**src/rtl/thr_fault_det.sv**
```systemverilog
module thr_fault_det #(
  parameter int SAMPLE_W   = 28,
  parameter int MANT_W     = 12,
  parameter int EXP_W      = 4,
  parameter int SHIFT_BASE = 8,
  parameter int PERSIST_W  = 2
) (
  input  logic                 clk,
  input  logic                 rst,
  input  logic                 smp_valid,
  input  logic [SAMPLE_W-1:0]  smp_code,
  input  logic [MANT_W-1:0]    hi_mant,
  input  logic [EXP_W-1:0]     hi_exp,
  input  logic [MANT_W-1:0]    lo_mant,
  input  logic [EXP_W-1:0]     lo_exp,
  input  logic [PERSIST_W-1:0] persist_sel,
  input  logic                 flag_clr,
  output logic                 flag_hi,
  output logic                 flag_lo,
  output logic [MANT_W+SHIFT_BASE+(2**EXP_W)-2:0] hi_lin,
  output logic [MANT_W+SHIFT_BASE+(2**EXP_W)-2:0] lo_lin
);
  localparam int LIN_W   = MANT_W + SHIFT_BASE + (2**EXP_W) - 1;
  localparam int CNT_W   = 2**PERSIST_W;
  localparam int CNT_MAX = 2**((2**PERSIST_W) - 1);

  logic [LIN_W-1:0] code_x;
  logic [CNT_W-1:0] tgt, hi_cnt, lo_cnt, hi_nxt, lo_nxt;
  logic             hi_ev, lo_ev;

  assign hi_lin = LIN_W'(hi_mant) << (SHIFT_BASE + 32'(hi_exp));
  assign lo_lin = LIN_W'(lo_mant) << (SHIFT_BASE + 32'(lo_exp));
  assign code_x = LIN_W'(smp_code);
  assign hi_ev  = code_x > hi_lin;
  assign lo_ev  = code_x < lo_lin;
  assign tgt    = CNT_W'(1) << persist_sel;

  assign hi_nxt = !hi_ev ? '0 : (hi_cnt >= tgt) ? tgt : hi_cnt + 1'b1;
  assign lo_nxt = !lo_ev ? '0 : (lo_cnt >= tgt) ? tgt : lo_cnt + 1'b1;

  always_ff @(posedge clk) begin
    if (rst || flag_clr) begin
      hi_cnt  <= '0;
      lo_cnt  <= '0;
      flag_hi <= 1'b0;
      flag_lo <= 1'b0;
    end else if (smp_valid) begin
      hi_cnt <= hi_nxt;
      lo_cnt <= lo_nxt;
      if (hi_nxt >= tgt) flag_hi <= 1'b1;
      if (lo_nxt >= tgt) flag_lo <= 1'b1;
    end
  end

  // a rising high flag needs a valid violating sample the cycle before
  a_r5_hi_rise_cause: assert property (@(posedge clk) disable iff (rst)
    $rose(flag_hi) |-> $past(smp_valid && !flag_clr && (LIN_W'(smp_code) > hi_lin)));

  a_r5_lo_rise_cause: assert property (@(posedge clk) disable iff (rst)
    $rose(flag_lo) |-> $past(smp_valid && !flag_clr && (LIN_W'(smp_code) < lo_lin)));
  a_r8_sticky: assert property (@(posedge clk) disable iff (rst)
    (flag_hi || flag_lo) && !flag_clr |=> $past(flag_hi) <= flag_hi && $past(flag_lo) <= flag_lo);
  a_r8_clear: assert property (@(posedge clk) disable iff (rst)
    flag_clr |=> !flag_hi && !flag_lo && hi_cnt == '0 && lo_cnt == '0);
  a_r7_idle_hold: assert property (@(posedge clk) disable iff (rst)
    !smp_valid && !flag_clr |=> $stable(flag_hi) && $stable(flag_lo) && $stable(hi_cnt) && $stable(lo_cnt));
  a_r6_bounded: assert property (@(posedge clk) disable iff (rst)
    hi_cnt <= CNT_W'(CNT_MAX) && lo_cnt <= CNT_W'(CNT_MAX));
  a_r9_reset: assert property (@(posedge clk)
    rst |=> !flag_hi && !flag_lo && hi_cnt == '0 && lo_cnt == '0);
endmodule

```
**config.mk**
```make
export PLATFORM = sky130hd
export DESIGN_NAME = thr_fault_det
export DESIGN_NICKNAME = d
export VERILOG_FILES = /design/src/rtl/thr_fault_det.sv
export SDC_FILE = /design/constraint.sdc
export NUM_CORES = 1
export LEC_CHECK = 0
export CAP_MARGIN = 20
export CORE_ASPECT_RATIO = 0.7
export CORE_UTILIZATION = 46
export CTS_CLUSTER_SIZE = 16
export DETAILED_ROUTE_END_ITERATION = 6
export PLACE_DENSITY_LB_ADDON = 0.08
export SETUP_SLACK_MARGIN = 0.4
export SYNTH_ARGS = -nofsm -noshare
export SYNTH_HDL_FRONTEND = slang
export SYNTH_SLANG_ARGS = --single-unit
```
**constraint.sdc**
```tcl
create_clock -name clk -period 6.8 [get_ports clk]
set_input_delay 1.36 -clock clk [delete_from_list [all_inputs] [get_ports clk]]
set_output_delay 1.36 -clock clk [all_outputs]
set_load 0.005 [all_outputs]
```
==> parameters.txt <==
Parameter                              Value

Routing
  Final routed wire length divided by cell count    15.65 um
  1st-pass router iterations    5
  Total via count in the routed design    3,745
  1st-iter DRT viols    between 200 and 300
  DRC errors left    0
  Routed WL    10,540 um
  Per-cell via count in the routed design    5.565
  Antenna Violating Nets Remaining    0

STA
  Max transition margin    45.56%
  Transition time at the pin with the least slew margin    814.0 ps
  Post-route clock period utilization    87.90%
  Setup repair after global routing missed its margin    false
  Max Clock Skew    0.2663 ps
  Final count of pins violating max slew    0
  Crit path time final    roughly 6000 ps
  Max Freq    ~170 MHz
  Final Hold Vio Count    0
  Final setup violation count    0
  Total Neg Setup Slack    0 ps

GRT
  Pin count of the biggest net entering global routing    24
  Number of antenna violations at the first check in global routing    0
  Final global-route overflow total    0
  Vias in the first global route    3,514
  Wire length of the first global-routing pass    17,080 um
  Global-route total usage across every layer    26.34%

Floorplanning
  Die width    between 100 and 150 um
  Starting utilization of the core area    47.54%
  Full die area    7921 um2
  Cell Rows    26
  Area of the core region    7320 um2
  Die Height    74.77 um
  Total I/O pin count    ~140

Placement
  Placer congestion estimate    about 0.96
  Post-DP HPWL    about 9000 um
  Buffers added on ports    around 120

Setup path
  Critical path's top delay family    compound AO/OA/AOI/OAI gates
  Path type of the worst setup path    in -> reg
  Library cell appearing most often on the critical path    sky130_fd_sc_hd__a21o_1
  Max incr delay on CP    980 ps
  Arrival time at the worst endpoint    about 6100 ps
  Critical path capture point type    register
  Critical Path RT    6910 ps
  Worst Setup Start Kind    input pin
  Critical path buffer and inverter count    1
  Largest driver fanout on the critical path    22
  Slowest library cell on the worst path    sky130_fd_sc_hd__clkdlybuf4s50_1
  Worst-path cell chain    clkdlybuf4s50_1 > mux4_2 > mux2_2 > a21boi_0 > ha_1 > nand3_1 > nand4bb_1 > or2_2 > o221ai_1 > o31ai_2 > or2_1 > ha_1 > nand2b_1 > a21o_1 > a21o_1 > a21o_1 > a21oi_1 > nor2_1

Flow run
  Maxcap violations    0

Synthesis
  Ranking of synthesized cells by area    sky130_fd_sc_hd__ha_1 22%, sky130_fd_sc_hd__mux2i_1 12%, sky130_fd_sc_hd__dfxtp_1 5.8%, sky130_fd_sc_hd__a21o_1 5.0%, sky130_fd_sc_hd__mux2_2 4.9%
  Most used flip-flop cell after synthesis    sky130_fd_sc_hd__dfxtp_1
  Gate Count Post-Synth    459
  Commonest cells in the netlist    60 x sky130_fd_sc_hd__ha_1, 41 x sky130_fd_sc_hd__inv_1, 41 x sky130_fd_sc_hd__nor2_1
  Avg Cell Area, Syn    7.581 um2
  Async S/R FF share, synth    0%
  Synth top area share    21.57%
  Number of distinct library cells after synthesis    48
  Synthesis-stage register bit count    10
  Largest area contributor in the netlist    sky130_fd_sc_hd__ha_1
  Seq/Total Area, Yosys    under 10%
  Number of synthesized flops with an enable pin    0
  Cell area after synthesis    3480 um2
  Yosys synthesis warning count    0
  Most instantiated library cell after synthesis    sky130_fd_sc_hd__ha_1

Final layout
  Diode count    0
  Post-Route Utilization    65.50%
  Total Nets Final    703
  Fraction of final layout cells sized beyond drive strength 1    7.826%
  Post-synthesis to final-layout area growth    37.79%

CTS
  Clock-pin slew on the worst setup and hold paths    40 ps
  Buffers from clock root to sink, at most    2
  Number of clock buffers inserted by TritonCTS    3
  Sinks on the clock net    10
  TritonCTS clock tree    done
  Root Buffer Master    sky130_fd_sc_hd__clkbuf_8
  Buffers inserted by post-CTS timing repair    0
  Clock latency on the worst-skew pair    230 ps
  H-tree level count    1

Power
  Cell area power density    between 90 and 100 nW/um2
  Peak ir drop on the vdd network    around 0.00010 V
  P_leak    0.002333 uW

Run status
  Status    completed

Min path
  Classification of the worst-slack hold path    reg -> reg
-- layout by cell type (no fill, tap or decap), types with 15 or more instances in the layout --
cell type                         count
sky130_fd_sc_hd__conb_1              18
sky130_fd_sc_hd__ha_1                60
sky130_fd_sc_hd__nand2_1             30
sky130_fd_sc_hd__a21o_1              23
sky130_fd_sc_hd__nor2_1              41
sky130_fd_sc_hd__mux2i_1             40
sky130_fd_sc_hd__mux2_2              15
sky130_fd_sc_hd__clkdlybuf4s50_1    120
sky130_fd_sc_hd__a21oi_1             33
sky130_fd_sc_hd__nand2b_1            18
sky130_fd_sc_hd__inv_1               41
-- report_power, final --
part / total, uW / leakage, uW / internal (uW) / switching (uW)
combinational: 348 / 0.00223 / 182 / 166
sequential: 61.7 / 0.0000809 / 60.3 / 1.35
clock: 58.3 / 0.0000216 / 38.5 / 19.8
total: 468 / 0.00233 / 280 / 187
-- per-stage QoR --
step	hold WS (ps)	instance area, um2	cells	worst slack [ps]	total power (uW)
global placement	463.0	4751	670	576.5	396.1
finish	467.4	4795	673	822.8	467.6
detailed placement	462.3	4751	670	452.6	403.8
CTS	468.1	4792	673	688.0	465.2
floorplan	460.4	3540	475	1546	259.8
global route	498.9	4795	673	662.3	508.0
-- final timing paths --
path / startpoint / slack [ps] / end / cells past startpoint
worst max-delay path: hi_exp[1] / 820 / flag_hi$_SDFFE_PP0P_ / 18
worst min-delay path: flag_lo$_SDFFE_PP0P_ / 470 / flag_lo$_SDFFE_PP0P_ / 2
worst max register to register: lo_cnt[0]$_SDFFE_PP0P_ / 3360 / flag_lo$_SDFFE_PP0P_ / 15
worst min register to register: flag_lo$_SDFFE_PP0P_ / 470 / flag_lo$_SDFFE_PP0P_ / 2
-- worst reg2reg max path: stages (launching register included) --
cell and delay [ps]:
sky130_fd_sc_hd__dfxtp_1 390, sky130_fd_sc_hd__inv_1 90, sky130_fd_sc_hd__ha_1 290, sky130_fd_sc_hd__nand2b_1 140, sky130_fd_sc_hd__a21o_1 170, sky130_fd_sc_hd__a21o_1 160
sky130_fd_sc_hd__a21oi_1 420, sky130_fd_sc_hd__mux2i_1 200, sky130_fd_sc_hd__or2_2 310, sky130_fd_sc_hd__ha_1 280, sky130_fd_sc_hd__nand2b_1 140, sky130_fd_sc_hd__a21o_1 200
sky130_fd_sc_hd__a21o_1 190, sky130_fd_sc_hd__a21o_1 170, sky130_fd_sc_hd__a21oi_1 130, sky130_fd_sc_hd__nor2_1 50
-- timing repair --
action	in CTS	in global routing
endpoints found under the hold margin	0	0
resized for setup	0	1
hold buffers	0	0
setup endpoints to repair	0	1
-- flip-flops by register name (all words and copies together) (netlist names) --
signal and cells:
flag_hi 1, flag_lo 1, hi_cnt 4, lo_cnt 4
-- final cells by class --
type	count	area (um2)
Clock buffer	3	41.29
Fill cell	636	2525
Inverter	42	157.7
Multi-Input combinational cell	389	2984
Sequential cell	10	200.2
Tap cell	98	122.6
Timing Repair Buffer	131	1289
-- per-layer routing --
| metal | vias to the layer above | track usage (%) | routed length, um |
|---|---|---|---|
| li1 | 1861 | - | - |
| met1 | 1704 | 40.06 | 5259 |
| met2 | 178 | 41.39 | 4357 |
| met3 | 2 | 3.203 | 901 |
| met4 | 0 | 1.698 | 17 |
| met5 | - | 0 | 0 |
-- logic make-up after synthesis --
group                    share of synthesized area (%)
AND/OR/NAND/NOR                                  20.53
AO/OA/AOI/OAI                                    20.46
buffers and inverters                            10.21
multiplexers                                     20.24
adder cells (fa/ha/maj)                          21.57
flip-flops                                       5.753
XOR/XNOR                                         1.007
other                                           0.2158
No activity file was read; power rests on OpenSTA's default activity.
